File: config.mk
export PLATFORM = sky130hd
export DESIGN_NAME = dpram_cfg
export DESIGN_NICKNAME = d
export VERILOG_FILES = /design/src/rtl/dpram_pkg.sv /design/src/rtl/dpram_array.sv /design/src/rtl/dpram_port_out.sv /design/src/rtl/dpram_cfg.sv
export SDC_FILE = /design/constraint.sdc
export NUM_CORES = 1
export LEC_CHECK = 0
export BUFFER_PORTS_ARGS = -buffer_cell sky130_fd_sc_hd__buf_2
export CAP_MARGIN = 10
export CORE_ASPECT_RATIO = 1.1
export CORE_UTILIZATION = 56
export DETAILED_ROUTE_END_ITERATION = 7
export PLACE_DENSITY = 0.77
export SYNTH_ARGS = -nofsm -noshare
export SYNTH_HDL_FRONTEND = slang
export SYNTH_SLANG_ARGS = --single-unit
File: constraint.sdc
create_clock -name clk -period 1.9 [get_ports clk]
set_clock_uncertainty 0.15 [all_clocks]
set_input_delay 0.095 -clock clk [delete_from_list [all_inputs] [get_ports clk]]
set_output_delay 0.095 -clock clk [all_outputs]
set_load 0.05 [all_outputs]
File: src/rtl/dpram_pkg.sv
package dpram_pkg;

    typedef enum logic [1:0] {
        WR_FIRST = 2'd0,
        RD_FIRST = 2'd1,
        NO_CHG   = 2'd2
    } wmode_e;

    // Number of write-enable lanes for a given data width and lane size.
    function automatic int lane_count(input int data_w, input int byte_w, input bit use_lanes);
        return use_lanes ? (data_w / byte_w) : 1;
    endfunction

    // Width of one write-enable lane.
    function automatic int lane_width(input int data_w, input int byte_w, input bit use_lanes);
        return use_lanes ? byte_w : data_w;
    endfunction

endpackage

File: src/rtl/dpram_array.sv
module dpram_array #(
    parameter int ADDR_W = 4,
    parameter int DATA_W = 16,
    parameter int LANES  = 2,
    parameter int LANE_W = 8
) (
    input  logic              clk,
    input  logic              en_a,
    input  logic [LANES-1:0]  we_a,
    input  logic [ADDR_W-1:0] addr_a,
    input  logic [DATA_W-1:0] din_a,
    input  logic              en_b,
    input  logic [LANES-1:0]  we_b,
    input  logic [ADDR_W-1:0] addr_b,
    input  logic [DATA_W-1:0] din_b,
    output logic [DATA_W-1:0] old_a,
    output logic [DATA_W-1:0] new_a,
    output logic [DATA_W-1:0] old_b,
    output logic [DATA_W-1:0] new_b
);
    localparam int DEPTH = 2 ** ADDR_W;

    logic [DATA_W-1:0] mem [DEPTH];

    assign old_a = mem[addr_a];
    assign old_b = mem[addr_b];

    // Word as it will look after this port's own write (lane merge).
    for (genvar k = 0; k < LANES; k++) begin : g_lane
        assign new_a[k*LANE_W +: LANE_W] = (en_a && we_a[k]) ? din_a[k*LANE_W +: LANE_W]
                                                             : old_a[k*LANE_W +: LANE_W];
        assign new_b[k*LANE_W +: LANE_W] = (en_b && we_b[k]) ? din_b[k*LANE_W +: LANE_W]
                                                             : old_b[k*LANE_W +: LANE_W];
    end

    // Port B is applied first so that port A's lanes win on a shared address.
    always_ff @(posedge clk) begin
        for (int k = 0; k < LANES; k++) begin
            if (en_b && we_b[k]) mem[addr_b][k*LANE_W +: LANE_W] <= din_b[k*LANE_W +: LANE_W];
        end
        for (int k = 0; k < LANES; k++) begin
            if (en_a && we_a[k]) mem[addr_a][k*LANE_W +: LANE_W] <= din_a[k*LANE_W +: LANE_W];
        end
    end

endmodule

File: src/rtl/dpram_port_out.sv
module dpram_port_out
    import dpram_pkg::*;
#(
    parameter int          W        = 16,
    parameter wmode_e      MODE     = WR_FIRST,
    parameter bit          PRIM_REG = 1'b0,
    parameter bit          CORE_REG = 1'b0,
    parameter bit          USE_RCE  = 1'b0,
    parameter logic [W-1:0] RST_VAL = '0
) (
    input  logic         clk,
    input  logic         rst,
    input  logic         en,
    input  logic         regce,
    input  logic         wr,
    input  logic [W-1:0] old_w,
    input  logic [W-1:0] new_w,
    output logic [W-1:0] dout
);
    localparam bit HAS_REG = PRIM_REG || CORE_REG;

    logic         last_ce;
    logic [W-1:0] latch_q;
    logic [W-1:0] prim_out;
    logic [W-1:0] core_out;

    assign last_ce = (USE_RCE && HAS_REG) ? regce : en;

    // Array read latch: the last stage only when no register is configured.
    always_ff @(posedge clk) begin
        if (rst && !HAS_REG) begin
            latch_q <= RST_VAL;
        end else if (en) begin
            unique case (MODE)
                WR_FIRST: latch_q <= new_w;
                RD_FIRST: latch_q <= old_w;
                default:  if (!wr) latch_q <= old_w;
            endcase
        end
    end

    if (PRIM_REG) begin : g_prim
        logic [W-1:0] prim_q;
        always_ff @(posedge clk) begin
            if (rst && !CORE_REG) begin
                prim_q <= RST_VAL;
            end else if (CORE_REG ? en : last_ce) begin
                prim_q <= latch_q;
            end
        end
        assign prim_out = prim_q;
    end else begin : g_no_prim
        assign prim_out = latch_q;
    end

    if (CORE_REG) begin : g_core
        logic [W-1:0] core_q;
        always_ff @(posedge clk) begin
            if (rst) begin
                core_q <= RST_VAL;
            end else if (last_ce) begin
                core_q <= prim_out;
            end
        end
        assign core_out = core_q;
    end else begin : g_no_core
        assign core_out = prim_out;
    end

    assign dout = core_out;

endmodule

File: src/rtl/dpram_cfg.sv
module dpram_cfg
    import dpram_pkg::*;
#(
    parameter int          ADDR_W      = 4,
    parameter int          DATA_W      = 16,
    parameter int          BYTE_W      = 8,
    parameter bit          USE_BYTE_WE = 1'b1,
    parameter wmode_e      MODE_A      = WR_FIRST,
    parameter bit          PRIM_REG_A  = 1'b1,
    parameter bit          CORE_REG_A  = 1'b1,
    parameter bit          USE_RCE_A   = 1'b1,
    parameter logic [DATA_W-1:0] RST_VAL_A = 16'hA5A5,
    parameter wmode_e      MODE_B      = RD_FIRST,
    parameter bit          PRIM_REG_B  = 1'b0,
    parameter bit          CORE_REG_B  = 1'b1,
    parameter bit          USE_RCE_B   = 1'b1,
    parameter logic [DATA_W-1:0] RST_VAL_B = 16'h3C3C
) (
    input  logic clk,
    input  logic rst_a,
    input  logic en_a,
    input  logic regce_a,
    input  logic [lane_count(DATA_W, BYTE_W, USE_BYTE_WE)-1:0] we_a,
    input  logic [ADDR_W-1:0] addr_a,
    input  logic [DATA_W-1:0] din_a,
    output logic [DATA_W-1:0] dout_a,
    input  logic rst_b,
    input  logic en_b,
    input  logic regce_b,
    input  logic [lane_count(DATA_W, BYTE_W, USE_BYTE_WE)-1:0] we_b,
    input  logic [ADDR_W-1:0] addr_b,
    input  logic [DATA_W-1:0] din_b,
    output logic [DATA_W-1:0] dout_b
);
    localparam int LANES  = lane_count(DATA_W, BYTE_W, USE_BYTE_WE);
    localparam int LANE_W = lane_width(DATA_W, BYTE_W, USE_BYTE_WE);

    logic [DATA_W-1:0] old_a, new_a, old_b, new_b;

    dpram_array #(
        .ADDR_W(ADDR_W), .DATA_W(DATA_W), .LANES(LANES), .LANE_W(LANE_W)
    ) u_array (
        .clk(clk),
        .en_a(en_a), .we_a(we_a), .addr_a(addr_a), .din_a(din_a),
        .en_b(en_b), .we_b(we_b), .addr_b(addr_b), .din_b(din_b),
        .old_a(old_a), .new_a(new_a), .old_b(old_b), .new_b(new_b)
    );

    dpram_port_out #(
        .W(DATA_W), .MODE(MODE_A), .PRIM_REG(PRIM_REG_A), .CORE_REG(CORE_REG_A),
        .USE_RCE(USE_RCE_A), .RST_VAL(RST_VAL_A)
    ) u_out_a (
        .clk(clk), .rst(rst_a), .en(en_a), .regce(regce_a), .wr(|we_a),
        .old_w(old_a), .new_w(new_a), .dout(dout_a)
    );

    dpram_port_out #(
        .W(DATA_W), .MODE(MODE_B), .PRIM_REG(PRIM_REG_B), .CORE_REG(CORE_REG_B),
        .USE_RCE(USE_RCE_B), .RST_VAL(RST_VAL_B)
    ) u_out_b (
        .clk(clk), .rst(rst_b), .en(en_b), .regce(regce_b), .wr(|we_b),
        .old_w(old_b), .new_w(new_b), .dout(dout_b)
    );

endmodule

==> reports/results.tsv, run 1 <==
metric	value	unit
syn_area	18000	sq um
endpoint	u_out_b.latch_q[11]	
finalHoldWorstSlack	0.0254	ns
layout_commonest_cell	edfxtp_1	
grt_pass1_vias	12100	
fp.dieW	173	microns
ys_warn_count	0	
diodes	0	
final_max_slew_viol_count	0	
dp.final_hpwl	36400	microns
reg2regPathDepth	2	
top_usage_layer	met2	
syn-mean-instance-area	16.1	sq um
insertion_delay	0.54	ns
status	completed	
synthCells	1116	
cap_violations	0	
critPathMaxFanout	2	
final_nets	1392	
dr.pass1.iters	5	
drc	0	
r2r_slack	0.02	ns
synthTopCellsByArea	edfxtp_1, mux4_2, mux2_2, dfxtp_1, mux2i_1	
synth_top_area_share	50.7	%
slew_headroom	64.6	%
grt_use_met3	7.83	%
crit_arrival	1.99	ns
rr_startpoint	u_array.mem[7][11]	
setup_tns	0	ns
ys_ff_latch	336	
syn_to_final_growth	21.3	%
finalCritPeriodShare	99.0	%
clock_path_buffers	3	
ant_nets	0	
power_leakage	0.00763	uW
start_util	57.2	%
routedWlPerCell	30.0	microns
reg2reg_to	u_out_b.latch_q[11]	
io_pins	83	
rsz0062_at_grt	false	
drt-total-wl	53600	microns
grt_util_all_layers	33.1	%
vdd_drop_max	0.638	mV
antenna_found_initial	1	
grt_pass1_wl	78800	microns
grt.met2_usage	51.4	%
routabilityCongestion	0.940	
layout.cells.most_common_list	edfxtp_1, mux2_2, mux4_2, buf_4, buf_2	
fin_util	69.3	%
dr_total_vias	12400	
path_clk_slew	0.06	ns
viasPerCell	6.92	
setup_viol	0	
grt-ovfl-total	0	
critPathLaunch	u_array.mem[7][11]	
cts_tree	built	
critPathKind	reg2reg	
postCtsSetupRepairBufs	0	
yosysSeqAreaShare	54.3	%
fp.dieH	190	microns
htree_levels	2	
use_met1	45.6	%
placed_area	20200	sq um
synth_cell_types	39	
worstSetupEndpointType	flip-flop	
core	31500	sq um
drive_gt1_share	50.1	%
numCtsBuffers	34	
clock-root-buffer	clkbuf_16	
power_per_cell_area	810	nW/um^2
finalInstanceArea	21800	sq um
worst_setup_path_start_kind	flip-flop	
dieArea	32900	sq um
numPortBuffers	82	
finalHoldViolCount	0	
syn_nets	1167	
post-route-min-period	1.88	ns
synth_top_cell_by_area	edfxtp_1	
tightest_slew	0.531	ns
rows	68	
dr.first_iter.drc_count	1584	
fmax	531	MHz
hp-class	in2reg	
grt_max_degree	41	
cp.required	2.01	ns
cts_sinks	336	
[power by group]
| group | internal, uW | switching (uW) | total (uW) |
|---|---|---|---|
| sequential | 8370 | 135 | 8510 |
| clock | 4070 | 2860 | 6930 |
| combinational | 1040 | 1200 | 2230 |
[cells by family (layout without fill, tap and decap cells)]
family	after synthesis	in the layout	share of synthesized area, %
AO/OA/AOI/OAI	115	115	4.22
AND/OR/NAND/NOR	130	130	4.15
multiplexers	438	438	34.8
flip-flops	336	336	54.3
buffers and inverters	97	347	2.51
[cells in the mapped netlist (all sizes together)]
master,number
mux4,122
o21ai,9
or2,2
o22ai,39
nand4,2
or3b,2
and2b,1
a21oi,16
and2,4
mux2i,60
o21bai,6
a31oi,13
nor2b,23
a211o,16
a221oi,3
buf,44
nand3b,3
nand2,10
nor2,56
nor3,7
nand2b,5
nand3,14
edfxtp,304
dfxtp,32
clkbuf,53
nor4,1
mux2,256
a22oi,13
[layout make-up]
cell class	instances	area [sq um]
clock buffers	46	947
flip-flops and latches	336	9770
repair buffers	286	2610
clock inverters	15	200
multi-input cells	683	7770
well taps	420	526
fillers	2024	9660
[what timing repair did]
action                                 CTS  global route
endpoints found under the hold margin  288             0
hold buffers                            47             0
gates resized for setup                  0             1
setup endpoints to repair                0             5
[flip-flops by register name, summed over array words and instances, names as in the netlist]
name and flops:
u_out_a.dout 16, u_out_b.dout 16, u_out_a.latch_q 16, u_out_b.latch_q 16, u_array.mem 256, u_out_a.g_prim.prim_q 16
[metal layers]
layer	wire length (microns)	part of all wire, %
met3	6730	13
met4	2140	4.0
met2	24500	46
met1	20200	38
met5	13	0.024
[how the worst min path moves through the flow]
| stage | from | endpoint | slack (ns) | depth (start not counted) |
|---|---|---|---|---|
| after floorplan | en_a | u_out_a.g_prim.prim_q[0] | 0.06 | 0 |
| after global placement | u_out_a.latch_q[6] | u_out_a.g_prim.prim_q[6] | 0.25 | 0 |
| after detailed placement | u_out_a.latch_q[6] | u_out_a.g_prim.prim_q[6] | 0.25 | 0 |
| after CTS | din_a[5] | u_array.mem[0][5] | 0.004 | 2 |
| after global routing | din_a[5] | u_array.mem[14][5] | 0.04 | 2 |
| final | we_a[0] | u_out_a.latch_q[7] | 0.03 | 4 |
[metrics by stage]
step                      cells  power, uW  setup WS, ns
after global placement     1679      10700        -0.135
after global routing       1786      18100       0.00127
after CTS                  1787      17700        0.0374
after detailed placement   1679      10800        -0.185
final                      1786      17700        0.0185
after floorplan            1116       9980        -0.111
[critical path: stages, from the launching register on]
cell,delay [ns]
edfxtp_1,0.42
mux4_2,0.51
mux4_2,0.53
Power figures use the tool's default switching activity.
==> run 2: changes to the inputs <==
Settings changed: CELL_PAD_IN_SITES_DETAIL_PLACEMENT set to 1, CELL_PAD_IN_SITES_GLOBAL_PLACEMENT set to 1, CORE_MARGIN set to 2, CORE_UTILIZATION 56 to 48, PLACE_DENSITY 0.77 to unset, PLACE_DENSITY_LB_ADDON set to 0.1.
==> run 2 against run 1 <==
  * Worst hold slack worse by 0.013 ns
  * Die area up 19%
  * Fmax down 0.41%
  * Cell count up 5.0%
  * Combinational power up 3%
  * Critical endpoint is now u_out_b.latch_q[15]
  * Highest routed layer is now met4
==> reports/results.tsv, run 2 (same netlist as run 1, synthesis figures left out) <==
metric	value	unit	change
syn_to_final_growth	22.4	%	was 21.3%
hp-class	in2reg		unchanged
grt_pass1_wl	88000	microns	was 78800 microns
layout_commonest_cell	edfxtp_1		unchanged
rr_startpoint	u_array.mem[12][15]		was u_array.mem[7][11]
post-route-min-period	1.89	ns	was 1.88 ns
wl_met3	6550	microns	was 6730 microns
critPathMaxFanout	2		unchanged
min_from	din_a[9]		was we_a[0]
power_leakage	0.00773	uW	was 0.00763 uW
numCtsBuffers	37		was 34
tightest_slew	0.553	ns	was 0.531 ns
drt-total-wl	60700	microns	was 53600 microns
grt_pass1_vias	12700		was 12100
crit_arrival	2.02	ns	was 1.99 ns
cap_violations	0		unchanged
antenna_found_initial	0		was 1
drive_gt1_share	52.0	%	was 50.1%
insertion_delay	0.54	ns	about the same
layout.cells.most_common_list	edfxtp_1, mux2_2, buf_4, mux4_2, buf_2		was edfxtp_1, mux2_2, mux4_2, buf_4, buf_2
grt-ovfl-total	0		unchanged
setup_tns	0	ns	unchanged
grt_max_degree	29		was 41
fp.dieH	207	microns	was 190 microns
finalCritPeriodShare	99.4	%	was 99.0%
hold_end	u_array.mem[15][9]		was u_out_a.latch_q[7]
start_util	48.6	%	was 57.2%
top_layer	met4		was met5
finalHoldViolCount	0		unchanged
placed_area	20400	sq um	was 20200 sq um
hold_depth	2		was 4
critPathLaunch	u_array.mem[12][15]		was u_array.mem[7][11]
cts_tree	built		unchanged
viasPerCell	6.50		was 6.92
fin_util	59.5	%	was 69.3%
numPortBuffers	82		unchanged
rows	74		was 68
fmax	529	MHz	was 531 MHz
largest_reg_flops	256		unchanged
htree_levels	2		unchanged
power_per_cell_area	826	nW/um^2	was 810 nW/um^2
final_nets	1405		was 1392
final_max_slew_viol_count	0		unchanged
reg2regPathDepth	2		unchanged
reg2reg_to	u_out_b.latch_q[15]		was u_out_b.latch_q[11]
top_register	u_array.mem		unchanged
fp.dieW	189	microns	was 173 microns
dpl.cell_count	1773		was 1679
status	completed		unchanged
vdd_drop_max	0.723	mV	was 0.638 mV
rsz0062_at_grt	false		unchanged
path_clk_slew	0.06	ns	about the same
dp.final_hpwl	42500	microns	was 36400 microns
dr.first_iter.drc_count	1486		was 1584
finalInstanceArea	22000	sq um	was 21800 sq um
dr_wl_met2	27800	microns	was 24500 microns
cp.required	2.03	ns	was 2.01 ns
clock-root-buffer	clkbuf_16		unchanged
grt_util_all_layers	31.4	%	was 33.1%
fillers	3401		was 2024
dieArea	39000	sq um	was 32900 sq um
dr_total_vias	12200		was 12400
ant_nets	0		unchanged
worst_setup_path_start_kind	flip-flop		unchanged
clock_path_buffers	3		unchanged
worstSetupEndpointType	flip-flop		unchanged
io_pins	83		unchanged
wl_met1	24600	microns	was 20200 microns
cts_sinks	336		unchanged
routedWlPerCell	32.4	microns	was 30.0 microns
setup_viol	0		unchanged
postCtsSetupRepairBufs	0		unchanged
drc	0		unchanged
finalHoldWorstSlack	0.0120	ns	was 0.0254 ns
r2r_slack	0.01	ns	was 0.02 ns
stdcell_count	1875		was 1786
critPathKind	reg2reg		unchanged
diodes	0		unchanged
slew_headroom	63.1	%	was 64.6%
core	37000	sq um	was 31500 sq um
dr.pass1.iters	5		unchanged
routabilityCongestion	0.924		was 0.940
[run 2: changes by cell type in the layout (fill, tap and decap cells not counted), moves of 3 or more]
cell           before  now
buf_4             115  139
dlygate4sd3_1      47   36
clkbuf_16          35   41
clkinv_2            4    9
buf_12             43   40
clkbuf_8            3    0
[run 2: per-stage QoR]
stage                     total power [uW]  setup WS [ns]
after floorplan                       9980         -0.111
after global placement               10800         -0.175
after detailed placement             10900         -0.215
after CTS                            18300         0.0367
after global routing                 18700        0.00258
final                                18200         0.0108
[run 2: repair_timing]
| item | in CTS | in global routing |
|---|---|---|
| resized for setup | 0 | 6 |
| hold endpoints to repair | 158 | 0 |
| endpoints found under the setup margin | 0 | 6 |
| hold buffers | 36 | 0 |
[run 2: routing by layer]
metal / track usage [%] / up-vias
li1: - / 5025
met1: 43.7 / 6316
met2: 48.2 / 727
met3: 9.30 / 116
met4: 9.00 / 0
met5: 0 / -
[run 2: report_power, final]
| part | switching [uW] | total, uW | leakage [uW] | internal, uW |
|---|---|---|---|---|
| logic | 1250 | 2290 | 0.00408 | 1050 |
| clock network | 3150 | 7380 | 0.000605 | 4230 |
| registers | 156 | 8530 | 0.00305 | 8370 |
| total | 4550 | 18200 | 0.00773 | 13600 |
[run 2: cell type report]
type                    instances  area, sq um  area share [%]
clock buffers                  47         1050            4.76
clock inverters                19          183           0.829
repair buffers                296         2620            11.9
multi-input cells             683         7790            35.4
flip-flops and latches        336         9770            44.4
well taps                     494          618            2.81
[run 2: how the worst max path moves through the flow]
| stage | slack (ns) | endpoint |
|---|---|---|
| 2_1_floorplan | -0.11 | u_array.mem[0][10] |
| 3_3_place_gp | -0.17 | u_array.mem[13][15] |
| 3_5_place_dp | -0.22 | u_array.mem[13][15] |
| 4_1_cts | 0.04 | u_array.mem[11][7] |
| 5_1_grt | 0.003 | u_out_b.latch_q[10] |
| 6_report | 0.01 | u_out_b.latch_q[15] |
[run 2: worst max-delay path, cell delays in order, from the launching register on]
cell      delay [ns]
edfxtp_1        0.46
mux4_2          0.53
mux4_2          0.49
==> run 3: changes to the inputs <==
Settings changed: CELL_PAD_IN_SITES_DETAIL_PLACEMENT 1 to unset, CELL_PAD_IN_SITES_GLOBAL_PLACEMENT 1 to unset, CORE_UTILIZATION 48 to 56, CTS_CLUSTER_SIZE set to 28, PLACE_DENSITY set to 0.77, PLACE_DENSITY_LB_ADDON 0.1 to unset.
==> run 3 against run 2 <==
  * The flow now finishes with violations (setup timing)
  * Sequential power about the same
  * Wire length decreased by 14%
  * Global-route usage increased by 0.061 points
  * Sequential cell count unchanged
  * Largest power group unchanged
  * Highest routed layer unchanged
==> reports/results.tsv, run 3 (same netlist as run 1, synthesis figures left out) <==
metric	value	unit	change
status	finished with violations		was completed
failed_checks	setup timing		
clock_path_buffers	3		unchanged
dpl.cell_count	1680		was 1773
min_from	din_a[2]		was din_a[9]
hold_depth	3		was 2
fmax	519	MHz	was 529 MHz
hold_end	u_out_a.latch_q[2]		was u_array.mem[15][9]
syn_to_final_growth	19.4	%	was 22.4%
power_per_cell_area	804	nW/um^2	was 826 nW/um^2
drt-total-wl	52300	microns	was 60700 microns
layout_commonest_cell	edfxtp_1		unchanged
setup_viol	6		was 0
p_switching	4130	uW	was 4550 uW
setup_slack	-0.0268	ns	was 0.0108 ns
routedWlPerCell	29.4	microns	was 32.4 microns
finalHoldViolCount	0		unchanged
dr_total_vias	12100		was 12200
final_nets	1384		was 1405
worstPathCellList	dlygate4sd3_1, buf_2, nand3_1, o21ai_0, buf_4		was mux4_2, mux4_2
seqPwrFrac	49.3	%	was 46.9%
internal-power	13100	uW	was 13600 uW
cts_tree	built		unchanged
worst_setup_path_start_kind	input pin		was flip-flop
power_leakage	0.00753	uW	was 0.00773 uW
drc	0		unchanged
path_clk_slew	0.06	ns	about the same
dp.final_hpwl	36200	microns	was 42500 microns
io_pins	83		unchanged
p_total	17300	uW	was 18200 uW
slew_headroom	59.3	%	was 63.1%
top_usage_layer	met2		unchanged
grt_util_all_layers	31.5	%	was 31.4%
tightest_slew	0.604	ns	was 0.553 ns
dieArea	33600	sq um	was 39000 sq um
reg2reg_to	u_out_b.latch_q[2]		was u_out_b.latch_q[15]
htree_levels	2		unchanged
register_area	9770	sq um	unchanged
dr.first_iter.drc_count	1707		was 1486
dr.pass1.iters	6		was 5
crit_buf_inv	3		was 0
stdcell_count	1780		was 1875
placed_area	20000	sq um	was 20400 sq um
final_max_slew_viol_count	0		unchanged
grt_pass1_vias	11800		was 12700
drive_gt1_share	50.8	%	was 52.0%
grt_use_met3	9.22	%	was 9.30%
ant_nets	0		unchanged
grt_max_degree	38		was 29
slowest_stage	dlygate4sd3_1		was mux4_2
insertion_delay	0.53	ns	was 0.54 ns
vdd_drop_max	0.545	mV	was 0.723 mV
cp.required	1.97	ns	was 2.03 ns
rsz0062_at_grt	true		was false
grt.met2_usage	47.4	%	was 48.2%
numPortBuffers	82		unchanged
critical-path-top-delay-family	buffers and inverters		was multiplexers
setup_tns	-0.132	ns	was 0 ns
cts_sinks	336		unchanged
crit_arrival	1.99	ns	was 2.02 ns
finalInstanceArea	21500	sq um	was 22000 sq um
largest_reg_flops	256		unchanged
post-route-min-period	1.93	ns	was 1.89 ns
finalCritPeriodShare	101	%	was 99.4%
numCtsBuffers	35		was 37
critPathMaxFanout	10		was 2
grt_pass1_wl	77000	microns	was 88000 microns
hp-class	in2reg		unchanged
power_frac_comb	12.6	%	about the same
swShare	23.9	%	was 25.0%
routabilityCongestion	0.939		was 0.924
multi_input_area	7770	sq um	was 7790 sq um
fp.dieH	192	microns	was 207 microns
reg2regPathDepth	2		unchanged
layout.cells.most_common_list	edfxtp_1, mux2_2, buf_4, mux4_2, buf_2		unchanged
critPathKind	in2reg		was reg2reg
core	31500	sq um	was 37000 sq um
rr_startpoint	u_array.mem[15][2]		was u_array.mem[12][15]
fillers	2096		was 3401
slowest_delay	0.56	ns	was 0.53 ns
use_met1	44.4	%	was 43.7%
cts_resized	0		unchanged
clock-root-buffer	clkbuf_16		unchanged
top_register	u_array.mem		unchanged
antenna_found_initial	3		was 0
start_util	57.2	%	was 48.6%
fp.dieW	175	microns	was 189 microns
clockPowerShare	38.1	%	was 40.5%
viasPerCell	6.78		was 6.50
r2r_slack	0.04	ns	was 0.01 ns
worstSetupEndpointType	flip-flop		unchanged
cap_violations	0		unchanged
grt-ovfl-total	0		unchanged
rows	68		was 74
## run 3: power groups by stage
| stage | Combinational (uW) | Clock (uW) | Sequential [uW] |
|---|---|---|---|
| finish | 2180 | 6580 | 8520 |
| global route | 2300 | 6880 | 8530 |
| CTS | 2150 | 6600 | 8510 |
| detailed placement | 2070 | 0 | 8660 |
| global placement | 2020 | 0 | 8650 |
| floorplan | 1210 | 0 | 8760 |
## run 3: repair_timing
action                                 CTS  global route
setup endpoints to repair                0             1
hold buffers                            36             0
buffers inserted                         0             0
endpoints found under the hold margin  168             0
## run 3: layout make-up
| class | instances | area share [%] |
|---|---|---|
| antenna | 3 | 0.0349 |
| clock buffer | 47 | 4.77 |
| clock inverter | 14 | 0.314 |
| multi-input combinational | 683 | 36.2 |
| sequential | 336 | 45.5 |
| tap | 420 | 2.45 |
| timing repair buffer | 277 | 10.8 |
## run 3: worst max path at each step
stage	endpoint	from	slack, ns	depth (start not counted)
after floorplan	u_array.mem[0][10]	addr_b[1]	-0.11	6
after global placement	u_array.mem[2][13]	en_a	-0.17	5
after detailed placement	u_array.mem[14][9]	en_a	-0.19	6
after CTS	u_out_b.latch_q[2]	u_array.mem[15][2]	0.05	2
after global routing	u_out_b.latch_q[7]	u_array.mem[15][7]	-0.0004	2
final	u_array.mem[4][8]	en_b	-0.03	5
## run 3: metrics by stage
stage	hold WS (ns)	setup slack, ns	util (%)
global route	0.0426	-0.000423	68.2
CTS	0.000785	0.0510	68.2
floorplan	0.0575	-0.111	-
finish	0.0271	-0.0268	68.3
global placement	0.251	-0.173	63.6
detailed placement	0.255	-0.187	63.6
## run 3: metal layers
| layer | routed length [microns] | part of all wire, % |
|---|---|---|
| met1 | 20200 | 39 |
| met2 | 23700 | 45 |
| met3 | 6780 | 13 |
| met4 | 1570 | 3.0 |
| met5 | 0 | 0 |
## run 3: tightest hold or removal path, stage by stage
cell and delay (ns):
buf_2 0.23, nor2_1 0.15, a21oi_1 0.07
